`src/rtl/sram_ctrl_pkg.sv`:
```
package sram_ctrl_pkg;

    typedef enum logic [2:0] {
        ST_IDLE,
        ST_TURN,
        ST_WR_SETUP,
        ST_WR_PULSE,
        ST_WR_RECOV,
        ST_RD_ACCESS
    } ctrl_state_t;

    // whole clock cycles covering a nanosecond minimum, never fewer than one
    function automatic int unsigned ns_to_cyc(input int unsigned ns, input int unsigned period);
        int unsigned c;
        c = (ns + period - 1) / period;
        if (c < 1) c = 1;
        return c;
    endfunction

    function automatic int unsigned umax(input int unsigned a, input int unsigned b);
        return (a > b) ? a : b;
    endfunction

endpackage

```
`src/rtl/phase_timer.sv`:
```
module phase_timer #(
    parameter int unsigned W = 4
) (
    input  logic         clk,
    input  logic         rst_n,
    input  logic         load,
    input  logic [W-1:0] load_val,
    output logic         zero
);
    logic [W-1:0] cnt_q;

    always_ff @(posedge clk) begin
        if (!rst_n)           cnt_q <= '0;
        else if (load)        cnt_q <= load_val;
        else if (cnt_q != '0) cnt_q <= cnt_q - 1'b1;
    end

    assign zero = (cnt_q == '0);
endmodule

```
`src/rtl/req_latch.sv`:
```
module req_latch #(
    parameter int unsigned AW = 16,
    parameter int unsigned DW = 16
) (
    input  logic          clk,
    input  logic          rst_n,
    input  logic          take,
    input  logic          in_write,
    input  logic [AW-1:0] in_addr,
    input  logic [DW-1:0] in_wdata,
    output logic          out_write,
    output logic [AW-1:0] out_addr,
    output logic [DW-1:0] out_wdata
);
    // out_write also remembers the direction of the previous access;
    // reset leaves it at "read"
    always_ff @(posedge clk) begin
        if (!rst_n) begin
            out_write <= 1'b0;
            out_addr  <= '0;
            out_wdata <= '0;
        end else if (take) begin
            out_write <= in_write;
            out_addr  <= in_addr;
            out_wdata <= in_wdata;
        end
    end
endmodule

```
`src/rtl/rsp_reg.sv`:
```
module rsp_reg #(
    parameter int unsigned DW = 16
) (
    input  logic          clk,
    input  logic          rst_n,
    input  logic          finish,
    input  logic          capture,
    input  logic [DW-1:0] dq_in,
    output logic          done,
    output logic [DW-1:0] rdata
);
    always_ff @(posedge clk) begin
        if (!rst_n) begin
            done  <= 1'b0;
            rdata <= '0;
        end else begin
            done <= finish;
            if (capture) rdata <= dq_in;
        end
    end

    // completion flag never lasts two cycles
    p_done_pulse_r7: assert property (@(posedge clk) disable iff (!rst_n)
        done |=> !done);
endmodule

```
`src/rtl/sram_strobe_ctrl.sv`:
```
module sram_strobe_ctrl
    import sram_ctrl_pkg::*;
#(
    parameter int unsigned ADDR_W            = 16,
    parameter int unsigned DATA_W            = 16,
    parameter int unsigned CLK_PERIOD_NS     = 10,
    parameter int unsigned T_CYCLE_NS        = 15,
    parameter int unsigned T_WE_PULSE_NS     = 12,
    parameter int unsigned T_DATA_SETUP_NS   = 8,
    parameter int unsigned T_ADDR_SETUP_NS   = 12,
    parameter int unsigned T_ADDR_ACCESS_NS  = 15,
    parameter int unsigned T_OE_ACCESS_NS    = 8,
    parameter int unsigned T_OE_FLOAT_NS     = 7,
    parameter int unsigned T_WE_FLOAT_NS     = 7
) (
    input  logic              clk,
    input  logic              rst_n,
    input  logic              req_valid,
    output logic              req_ready,
    input  logic              req_write,
    input  logic [ADDR_W-1:0] req_addr,
    input  logic [DATA_W-1:0] req_wdata,
    output logic              rsp_done,
    output logic [DATA_W-1:0] rsp_rdata,
    output logic [ADDR_W-1:0] sram_addr,
    output logic [DATA_W-1:0] sram_dq_out,
    input  logic [DATA_W-1:0] sram_dq_in,
    output logic              sram_dq_oe,
    output logic              sram_ce_n,
    output logic              sram_ce,
    output logic              sram_we_n,
    output logic              sram_oe_n
);
    // ---- phase lengths in cycles ----
    localparam int unsigned P     = CLK_PERIOD_NS;
    localparam int unsigned N_TA  = umax(ns_to_cyc(T_OE_FLOAT_NS, P), ns_to_cyc(T_WE_FLOAT_NS, P));
    localparam int unsigned N_WP  = umax(ns_to_cyc(T_WE_PULSE_NS, P),
                                         umax(ns_to_cyc(T_DATA_SETUP_NS, P), ns_to_cyc(T_ADDR_SETUP_NS, P)));
    localparam int unsigned N_WC  = ns_to_cyc(T_CYCLE_NS, P);
    localparam int unsigned N_WR  = (N_WC >= N_WP + 2) ? (N_WC - N_WP - 1) : 1;
    localparam int unsigned N_RA  = umax(umax(ns_to_cyc(T_ADDR_ACCESS_NS, P), ns_to_cyc(T_OE_ACCESS_NS, P)), N_WC);
    localparam int unsigned N_MAX = umax(umax(N_TA, N_WP), umax(N_WR, N_RA));
    localparam int unsigned TMR_W = (N_MAX < 2) ? 1 : $clog2(N_MAX);

    localparam logic [TMR_W-1:0] LD_TA = TMR_W'(N_TA - 1);
    localparam logic [TMR_W-1:0] LD_WP = TMR_W'(N_WP - 1);
    localparam logic [TMR_W-1:0] LD_WR = TMR_W'(N_WR - 1);
    localparam logic [TMR_W-1:0] LD_RA = TMR_W'(N_RA - 1);

    ctrl_state_t state_q, state_d;

    logic              tmr_load;
    logic [TMR_W-1:0]  tmr_val;
    logic              tmr_zero;
    logic              accept;
    logic              finish;
    logic              capture;
    logic              lat_write;
    logic [ADDR_W-1:0] lat_addr;
    logic [DATA_W-1:0] lat_wdata;

    phase_timer #(.W(TMR_W)) u_timer (
        .clk      (clk),
        .rst_n    (rst_n),
        .load     (tmr_load),
        .load_val (tmr_val),
        .zero     (tmr_zero)
    );

    req_latch #(.AW(ADDR_W), .DW(DATA_W)) u_req (
        .clk       (clk),
        .rst_n     (rst_n),
        .take      (accept),
        .in_write  (req_write),
        .in_addr   (req_addr),
        .in_wdata  (req_wdata),
        .out_write (lat_write),
        .out_addr  (lat_addr),
        .out_wdata (lat_wdata)
    );

    rsp_reg #(.DW(DATA_W)) u_rsp (
        .clk     (clk),
        .rst_n   (rst_n),
        .finish  (finish),
        .capture (capture),
        .dq_in   (sram_dq_in),
        .done    (rsp_done),
        .rdata   (rsp_rdata)
    );

    // ---- state register ----
    always_ff @(posedge clk) begin
        if (!rst_n) state_q <= ST_IDLE;
        else        state_q <= state_d;
    end

    // ---- next state and phase timer control ----
    always_comb begin
        state_d  = state_q;
        tmr_load = 1'b0;
        tmr_val  = '0;
        accept   = 1'b0;
        finish   = 1'b0;
        capture  = 1'b0;
        unique case (state_q)
            ST_IDLE: begin
                if (req_valid) begin
                    accept   = 1'b1;
                    tmr_load = 1'b1;
                    if (req_write != lat_write) begin
                        state_d = ST_TURN;
                        tmr_val = LD_TA;
                    end else if (req_write) begin
                        state_d = ST_WR_SETUP;
                    end else begin
                        state_d = ST_RD_ACCESS;
                        tmr_val = LD_RA;
                    end
                end
            end
            ST_TURN: begin
                if (tmr_zero) begin
                    tmr_load = 1'b1;
                    if (lat_write) begin
                        state_d = ST_WR_SETUP;
                    end else begin
                        state_d = ST_RD_ACCESS;
                        tmr_val = LD_RA;
                    end
                end
            end
            ST_WR_SETUP: begin
                state_d  = ST_WR_PULSE;
                tmr_load = 1'b1;
                tmr_val  = LD_WP;
            end
            ST_WR_PULSE: begin
                if (tmr_zero) begin
                    state_d  = ST_WR_RECOV;
                    tmr_load = 1'b1;
                    tmr_val  = LD_WR;
                end
            end
            ST_WR_RECOV: begin
                if (tmr_zero) begin
                    state_d = ST_IDLE;
                    finish  = 1'b1;
                end
            end
            ST_RD_ACCESS: begin
                if (tmr_zero) begin
                    state_d = ST_IDLE;
                    finish  = 1'b1;
                    capture = 1'b1;
                end
            end
            default: state_d = ST_IDLE;
        endcase
    end

    // ---- strobe outputs, decoded from the state register ----
    logic en_act;
    always_comb begin
        req_ready  = 1'b0;
        en_act     = 1'b0;
        sram_we_n  = 1'b1;
        sram_oe_n  = 1'b1;
        sram_dq_oe = 1'b0;
        unique case (state_q)
            ST_IDLE:      req_ready = 1'b1;
            ST_TURN:      ;
            ST_WR_SETUP:  begin en_act = 1'b1; sram_dq_oe = 1'b1; end
            ST_WR_PULSE:  begin en_act = 1'b1; sram_dq_oe = 1'b1; sram_we_n = 1'b0; end
            ST_WR_RECOV:  begin en_act = 1'b1; sram_dq_oe = 1'b1; end
            ST_RD_ACCESS: begin en_act = 1'b1; sram_oe_n = 1'b0; end
            default:      ;
        endcase
    end

    assign sram_ce_n   = ~en_act;
    assign sram_ce     = en_act;
    assign sram_addr   = lat_addr;
    assign sram_dq_out = lat_wdata;

    // ---- checks ----
    logic [7:0] we_low_cnt;
    localparam logic [7:0] WP_MIN = 8'(N_WP);
    always_ff @(posedge clk) begin
        if (!rst_n)                      we_low_cnt <= '0;
        else if (!sram_we_n)             we_low_cnt <= (we_low_cnt == 8'hFF) ? we_low_cnt : we_low_cnt + 1'b1;
        else                             we_low_cnt <= '0;
    end

    p_we_gated_r5: assert property (@(posedge clk) disable iff (!rst_n)
        !sram_we_n |-> (!sram_ce_n && sram_ce && sram_oe_n));

    p_we_width_r4: assert property (@(posedge clk) disable iff (!rst_n)
        $rose(sram_we_n) |-> (we_low_cnt >= WP_MIN));

    p_write_end_hold_r4: assert property (@(posedge clk) disable iff (!rst_n)
        $rose(sram_we_n) |-> (!sram_ce_n && sram_dq_oe && $stable(sram_addr) && $stable(sram_dq_out)));

    p_no_contention_r9: assert property (@(posedge clk) disable iff (!rst_n)
        !(sram_dq_oe && !sram_oe_n));

    p_drive_after_float_r9: assert property (@(posedge clk) disable iff (!rst_n)
        $rose(sram_dq_oe) |-> $past(sram_oe_n));

    p_idle_disabled_r2: assert property (@(posedge clk) disable iff (!rst_n)
        req_ready |-> (sram_ce_n && !sram_ce && sram_we_n && sram_oe_n));
endmodule

```
`config.mk`:
```
export PLATFORM = sky130hd
export DESIGN_NAME = sram_strobe_ctrl
export DESIGN_NICKNAME = d
export VERILOG_FILES = /design/src/rtl/sram_ctrl_pkg.sv /design/src/rtl/phase_timer.sv /design/src/rtl/req_latch.sv /design/src/rtl/rsp_reg.sv /design/src/rtl/sram_strobe_ctrl.sv
export SDC_FILE = /design/constraint.sdc
export NUM_CORES = 1
export LEC_CHECK = 0
export CAP_MARGIN = 10
export CORE_UTILIZATION = 60
export DETAILED_ROUTE_END_ITERATION = 7
export DONT_BUFFER_PORTS = 1
export PLACE_DENSITY = 0.76
export REMOVE_ABC_BUFFERS = 1
export SETUP_SLACK_MARGIN = 0.05
export SKIP_LAST_GASP = 1
export SLEW_MARGIN = 20
export SYNTH_ARGS = -nofsm -noshare
export SYNTH_HDL_FRONTEND = slang
export SYNTH_SLANG_ARGS = --single-unit
```
`constraint.sdc`:
```
create_clock -name clk -period 1.9 [get_ports clk]
set_input_delay 0.285 -clock clk [delete_from_list [all_inputs] [get_ports clk]]
set_output_delay 0.285 -clock clk [all_outputs]
set_load 0.1 [all_outputs]
```
Word-level counts from Yosys, hierarchy flattened
Cells that the tools add are included.
Word-level totals
  logic and storage cells: 52
  bits in registers: 54
  ROM bits: 0
  memories kept: 0
  latch bits: 0
  memory bits (writable): 0
  output and inout port bits: 55
Cells by class
  equality and inequality tests: 10
  add/subtract/negate cells: 1
  divide/modulo/power cells: 0
  shift operators: 0
  order comparisons: 0
  bitwise operators: 1
  mux-type cells: 26
  $mul: 0
  reductions and logical operators: 7
Operators with widths (number)
  2-to-1 mux 3 bit: 7
  2-to-1 mux 1 bit: 16
  one-hot mux 3 bit (5 select lines): 1
  inequality test 2 bit (second input constant): 4
  == test 3 x 2 -> 1 bit (second input constant): 2
  == test 3 bit (second input constant): 2
  one-hot mux 1 bit (3 select lines): 2
  AND reduction 4 bit: 1
  OR reduction 2 bit: 2
  OR reduction 4 bit: 1
  == test 3 x 1 -> 1 bit (second input constant): 1
  logical NOT 3 bit: 1
  OR reduction 3 bit: 1
  AND reduction 2 bit: 1
  inequality test 1 bit: 1
  inverter 1 bit: 1
  subtractor 1 bit (second input constant): 1

Logic depth before layout (Yosys ltp)
Gate-level depths: netlist of the first run.
  depth after elaboration: 5
  depth in mapped cells: 6
  depth with buffers taken out: 4

Modules after synthesis
Synthesis of the first run repeated with hierarchy kept, for this count alone.
Unflattened totals
  cell total of the unflattened synthesis: 207
  area, all modules: 2296.0 um^2
Modules (own cells, without submodules)
  req_latch: cells an instance 106, sequential area each 660.6 um^2, area each 1280.0 um^2, times used 1
  rsp_reg: cells an instance 53, sequential area each 340.3 um^2, area each 641.9 um^2, times used 1
  sram_strobe_ctrl: cells an instance 45, sequential area each 60.1 um^2, area each 344.1 um^2, times used 1
  phase_timer: cells an instance 3, sequential area each 20.0 um^2, area each 30.0 um^2, times used 1

Least setup slack after synthesis of the first run
OpenSTA, ideal clock, no wires.
  path type: reg2reg
  start: register state_q[2]
  end: register u_req.out_addr[0]
  path buffers: 2
  data required time: 1.830 ns
  cell stages (with the launch flop): 7
  setup time: 0.070 ns
  path slack: -1.399 ns
  arrival: 3.229 ns
  path through: dfxtp_1 -> nor3_1 -> and2_1 -> buf_2 -> buf_2 -> nand2_1 -> a21boi_1
Between the ends
  longest elaborated chain between the ends: 2
RTL lines
  start, declared: line sram_strobe_ctrl.sv:50  | ctrl_state_t state_q, state_d;
  start signal, assigned: line sram_strobe_ctrl.sv:95  | else state_q <= state_d;
  logical NOT 3 bit: line sram_strobe_ctrl.sv:106  | unique case (state_q)
  2-to-1 mux 1 bit: line sram_strobe_ctrl.sv:106
  end signal, assigned: line req_latch.sv:24  | out_addr <= in_addr;
  end, declared: line req_latch.sv:12  | output logic [AW-1:0] out_addr,
Every way passes these cells.
A chain may end at the register's enable or synchronous reset.

Final worst setup path of the first run
  start: register state_q[2]
  end: output sram_dq_oe
Between the ends
  longest elaborated chain between the ends: 3
  elaborated cells on any way between the ends: 5
  those cells by class: eq/ne: 3; mux: 1; reduce/logical: 1
RTL lines
  == test 3 x 2 -> 1 bit / == test 3 bit (equally long branches): line sram_strobe_ctrl.sv:170  | unique case (state_q)
  OR reduction 3 bit (no line) *
  2-to-1 mux 1 bit *: line sram_strobe_ctrl.sv:170
  end, declared: line sram_strobe_ctrl.sv:28  | output logic sram_dq_oe,
Mark *: on every way between the ends. The rest lies on a longest branch, timed or not.

==> results.md, run 1 <==
- Status: complete, no violations
- Maximum fanout along the worst path: 9
- CP arrival: 1.48 ns
- Area grow syn2layout: 26.6%
- CTS sink cnt: 54
- Post-Syn Instances: 258
- Yosys top cell by area: dfxtp_1
- Final nets: 360
- Synth top area share: about 51%
- Tot Pwr: 3.13 mW
- Setup repair after global routing missed its margin: no
- Post-Place Cells: between 300 and 400
- Wire per inst: 12.9 um
- PwrDens: around 1200 nW/um2
- Max VDD drop: 0.784 mV
- Register area share after synthesis: around half
- TritonCTS clock tree: yes
- Die height: ~62 um
- Relative slew slack: about two thirds
- Mapped Area: 2130 um2
- Fmax: 566 MHz
- Via-per-instance ratio: 5.18
- # hold bufs at CTS: 0
- Final worst path period share: 92.9%
- Total core area: 3360 um2
- Io pins: between 100 and 150
- Final setup TNS: 0 ns
- CP required: 1.62 ns
- DR pass1 iterations: 4
- Root buf cell: clkbuf_4
- Num CTS Buffers: 5
- CP Launch Type: register
- 1st-iter DRT viols: slightly below 90
- Tot GR Track Use: 23.5%
- Initial antenna violation count: 0
- First-pass GRT wire length: 6660 um
- Clk buf depth: 2
- Number of core rows: 21
- Area contributors post-synth: dfxtp_1, nand2_1, a21boi_1
- Final wirelength: 4590 um
- H-tree Lvls: 2
- Commonest non-fill, non-tap cell in the layout: nand2_1
- Final Worst Setup Slack: 0.134 ns
- Worst reg2reg path depth: 4
- Max-Cap Viols: 0
- Drc violations: 0
- Grt ovf: 0
- Initial core utilization: a little under two thirds
- Hold Path Stages: 2
- Yosys cell types: 23
- Leakage: 1.12 nW
- Hold Fails Final Rpt: 0
- Worst slew pin tran: a little over 0.5 ns
- Mapped Avg Cell Area: 8.27 um2
- Clock Latency Late Sink: 0.35 ns
- Final ANT Viol Nets: 0
- Yosys reg bits: 54
- Crit path kind: reg2out
- Worst min-delay path category: in2reg
- Port Buffers: 0
- Vias in the first global route: between 1500 and 2000
- Final setup vio count: 0
- ANT cells: 0
- Post-Layout Cell Count: 355
- Synth warn: 0
- Worst-path clk slew: 0.15 ns
- Clock Skews: 0.0105 ns
- Die Area: 3800 um2
- Min Clock Period, post-route: around 1.8 ns
- # Post-CTS Setup Buffers: 0
- Layout fillers: 265
- Share of cells above drive strength 1: a little under a quarter
- Most frequent cells in the layout: nand2_1, buf_4, dfxtp_1
- Chip width: around 60 um
- Gpl congestion: 0.851
- Final Max Tran Viols: 0
- PostCTS Resize Cnt: 0
- Largest net degree at the start of global routing: 54
- Post-Place Setup Slack: ~0.36 ns
- Critical Path End Type: output pin
- Vias: 1838
## layout make-up
type	instances	area, um2	area share [%]
tap	46	57.6	2.13
clock inverter	2	37.5	1.39
timing repair buffer	61	500	18.5
inverter	3	11.3	0.417
multi-input combinational	183	972	36.0
sequential	54	1080	40.0
clock buffer	6	41.3	1.53
## where the power goes
| part | total, mW | internal (mW) | switching (mW) |
|---|---|---|---|
| clock | 0.612 | 0.278 | 0.334 |
| sequential | 1.27 | 1.22 | 0.0489 |
| combinational | 1.24 | 0.288 | 0.954 |
| total | 3.13 | 1.79 | 1.34 |
## stage by stage
step | utilization (%) | instance area (um2) | hold WS, ns
after floorplan | - | 2060 | 0.413
after global placement | 78.0 | 2620 | 0.421
after detailed placement | 78.0 | 2620 | 0.427
after CTS | 80.3 | 2700 | 0.0283
after global routing | 80.4 | 2700 | 0.0133
final | 80.4 | 2700 | 0.0401
## cell usage after synthesis (all sizes together)
master and n:
o21ai 1, and2 1, inv 3, a32oi 1, nor2b 5, xor2 1
a211oi 3, o22ai 1, clkbuf 9, nand2 104, nor3b 1, or4b 1
nor2 4, dfxtp 54, o221ai 1, a21boi 50, a221oi 1, nand2b 3
a21oi 1, nor3 4, buf 9
## path summary, 6_finish.rpt
path / from / end / slack (ns)
max: state_q[2]$_SDFFE_PN0P_ / sram_dq_oe / 0.13
min reg2reg: u_req.out_addr[3]$_SDFFE_PN0P_ / u_req.out_addr[3]$_SDFFE_PN0P_ / 0.46
min: sram_dq_in[1] / u_rsp.rdata[1]$_SDFFE_PN0P_ / 0.04
max reg2reg: state_q[2]$_SDFFE_PN0P_ / u_req.out_addr[15]$_SDFFE_PN0P_ / 0.35
## registers in the layout (all words and copies together), names as in the netlist
signal / flops
state_q: 3
u_req.out_addr: 16
u_req.out_wdata: 16
u_req.out_write: 1
u_rsp.done: 1
u_rsp.rdata: 16
u_timer.cnt_q: 1
## cell families after synthesis
| group | after synthesis | share of synthesized area (%) |
|---|---|---|
| and+or+nand+nor | 123 | 23.9 |
| AOI/OAI and AO/OA | 59 | 20.9 |
| DFF | 54 | 50.6 |
| buffers and inverters | 21 | 4.22 |
| xor gates and xnor gates | 1 | 0.410 |
## worst max-delay path, stage by stage, from the launching register on
cell      delay [ns]
dfxtp_1         0.51
nand2b_1        0.18
o21ai_2         0.15
buf_4           0.30
## per-layer routing
metal | vias to the layer above | GRT usage, % | part of all wire [%]
li1 | 933 | - | -
met1 | 825 | 25.6 | 42
met2 | 73 | 42.5 | 48
met3 | 7 | 7.77 | 8.6
met4 | 0 | 7.94 | 1.6
met5 | - | 0 | 0
Note: power is estimated with default switching activity, not from simulation.
==> inputs of run 2 (changes only) <==
GPL_TIMING_DRIVEN = 0   (was unset)
==> run 2 against run 1 <==
Compared with the run above:
- sequential cell count unchanged
- worst setup slack worse by 0.13 ns
- die area stayed put
- first-iteration DRC count down 4.6%
- core utilization down 12 points
- clock skew down 0.0011 ns
- global-route usage is 1.3 points lower
- power down 9.2%
- sequential share of layout area increased by 7.4 points
==> results.md, run 2 (synthesis gave the netlist of run 1 again) <==
- R2R Setup Slk: 0.18 ns (was 0.35 ns)
- First-pass GRT wire length: 6090 um (was 6660 um)
- CP Launch Type: register (unchanged)
- Initial core utilization: 63.5% (unchanged)
- Tot Pwr: 2.84 mW (was 3.13 mW)
- Share of cells above drive strength 1: 11.1% (was 23.9%)
- Detailed Place HPWL: 2710 um
- CTS sink cnt: 54 (unchanged)
- Worst reg2reg path depth: 5 (was 4)
- Port Buffers: 0 (unchanged)
- Critical Path End Type: output pin (unchanged)
- Via-per-instance ratio: 5.49 (was 5.18)
- Relative slew slack: 34.1% (was 66.0%)
- Hold Fails Final Rpt: 0 (unchanged)
- Hold Path Stages: 2 (unchanged)
- Leakage: 0.826 nW (was 1.12 nW)
- Gpl congestion: 0.708 (was 0.851)
- Initial antenna violation count: 0 (unchanged)
- Worst-path clk slew: 0.14 ns (was 0.15 ns)
- Status: complete, no violations (unchanged)
- Clock Latency Late Sink: 0.37 ns (was 0.35 ns)
- Chip width: 61.6 um (unchanged)
- Drc violations: 0 (unchanged)
- Final wirelength: 4270 um (was 4590 um)
- Commonest non-fill, non-tap cell in the layout: nand2_1 (unchanged)
- Setup repair after global routing missed its margin: yes (was no)
- Capturing point of the worst reg2reg path: u_timer.cnt_q$_SDFF_PN0_ (was u_req.out_addr[15]$_SDFFE_PN0P_)
- Max-Cap Viols: 0 (unchanged)
- Wire per inst: 14.3 um (was 12.9 um)
- Worst slew pin tran: 0.988 ns (was 0.509 ns)
- H-tree Lvls: 2 (unchanged)
- Die height: 61.6 um (unchanged)
- ANT cells: 0 (unchanged)
- Number of core rows: 21 (unchanged)
- CP arrival: 1.61 ns (was 1.48 ns)
- Final ANT Viol Nets: 0 (unchanged)
- Final worst path period share: 99.8% (was 92.9%)
- Area grow syn2layout: 7.62% (was 26.6%)
- Grt ovf: 0 (unchanged)
- DR pass1 iterations: 4 (unchanged)
- Post-Place Cells: 287 (was 347)
- Vias in the first global route: 1468 (was 1597)
- TritonCTS clock tree: yes (unchanged)
- Worst min-delay path category: in2reg (unchanged)
- Num CTS Buffers: 5 (unchanged)
- 1st-iter DRT viols: 83 (was 87)
- Vias: 1643 (was 1838)
- Max VDD drop: 0.794 mV (was 0.784 mV)
- PwrDens: 1240 nW/um2 (was 1160 nW/um2)
- Clock Skews: 0.00937 ns (was 0.0105 ns)
- Largest regs: u_req.out_addr (16), u_req.out_wdata (16), u_rsp.rdata (16) (unchanged)
- Fmax: 527 MHz (was 566 MHz)
- Final setup vio count: 0 (unchanged)
- Crit path kind: reg2out (unchanged)
- # hold bufs at CTS: 0 (unchanged)
- Final Max Tran Viols: 0 (unchanged)
- Clk buf depth: 2 (unchanged)
- Post-Layout Cell Count: 299 (was 355)
- Beginning of the worst hold path: req_wdata[8] (was sram_dq_in[1])
- Most frequent cells in the layout: nand2_1, dfxtp_1, a21boi_1 (was nand2_1, buf_4, dfxtp_1)
- Io pins: 107 (unchanged)
- Root buf cell: clkbuf_4 (unchanged)
- Layout fillers: 304 (was 265)
- Final core occ: 68.3% (was 80.4%)
- Total core area: 3360 um2 (unchanged)
- Largest net degree at the start of global routing: 54 (unchanged)
- Min Clock Period, post-route: 1.90 ns (was 1.77 ns)
- Maximum fanout along the worst path: 6 (was 9)
- Worst Hold Path EP: u_req.out_wdata[8]$_SDFFE_PN0P_ (was u_rsp.rdata[1]$_SDFFE_PN0P_)
- Tot GR Track Use: 22.2% (was 23.5%)
- Die Area: 3800 um2 (unchanged)
- CP required: 1.62 ns (about the same)
- RR Startpoint: state_q[2]$_SDFFE_PN0P_ (unchanged)
- Final nets: 305 (was 360)
run 2: cell types whose count changed in the layout (fill, tap and decap cells not counted), moves of 2 or more:
cell	previous run	this run
nand2b_4	0	2
nand2b_1	3	1
dfxtp_4	0	2
nand2_1	104	101
buf_12	2	0
dfxtp_1	53	51
buf_4	58	5
run 2: critical path, cell delays in order, from the launching register on:
cell and delay [ns]:
dfxtp_4 0.40, nand2b_4 0.20, nand2_8 0.19, clkinvlp_4 0.46
run 2: what timing repair did:
item                       CTS  global route
setup endpoints to repair   55            54
buffers inserted             2             3
cloned                       0             0
pin swaps                    1             2
gates resized for setup     14             8
run 2: layer usage:
metal	vias up	GRT usage [%]	share of wire, %
li1	826	-	-
met1	730	22.9	39
met2	77	38.9	48
met3	10	10.3	11
met4	0	8.89	1.9
met5	-	0	0
run 2: power breakdown:
group / switching, mW / leakage (nW) / internal [mW]
clock: 0.328 / 0.0243 / 0.139
combinational: 0.339 / 0.359 / 0.161
sequential: 0.650 / 0.442 / 1.22
total: 1.32 / 0.826 / 1.52
run 2: worst max-delay path by stage:
stage	from	end	slack [ns]
6_report	state_q[1]$_SDFFE_PN0P_	sram_ce_n	0.004
5_1_grt	state_q[1]$_SDFFE_PN0P_	sram_ce_n	-0.06
4_1_cts	state_q[0]$_SDFFE_PN0P_	sram_oe_n	-0.17
3_5_place_dp	state_q[1]$_SDFFE_PN0P_	sram_ce_n	-0.81
3_3_place_gp	state_q[0]$_SDFFE_PN0P_	u_req.out_addr[4]$_SDFFE_PN0P_	-2.21
2_1_floorplan	state_q[0]$_SDFFE_PN0P_	u_req.out_addr[0]$_SDFFE_PN0P_	-1.78
run 2: layout make-up:
| cell class | count | area (um2) | share of cell area, % |
|---|---|---|---|
| well taps | 46 | 57.6 | 2.51 |
| flip-flops and latches | 54 | 1090 | 47.4 |
| clock buffers | 6 | 41.3 | 1.80 |
| repair buffers | 6 | 52.6 | 2.29 |
| inverters | 3 | 15.0 | 0.654 |
| multi-input cells | 183 | 1030 | 45.0 |
| clock inverters | 1 | 7.51 | 0.327 |
run 2: metrics by stage:
stage	setup WS, ns	area, um2	TNS [ns]	hold slack, ns
after global routing	-0.0598	2300	-0.0598	0.00761
after CTS	-0.170	2250	-1.06	0.0131
after global placement	-2.21	2110	-75.48	0.420
final	0.00380	2300	0	0.0259
after floorplan	-1.78	2060	-61.62	0.413
after detailed placement	-0.815	2140	-6.23	0.425
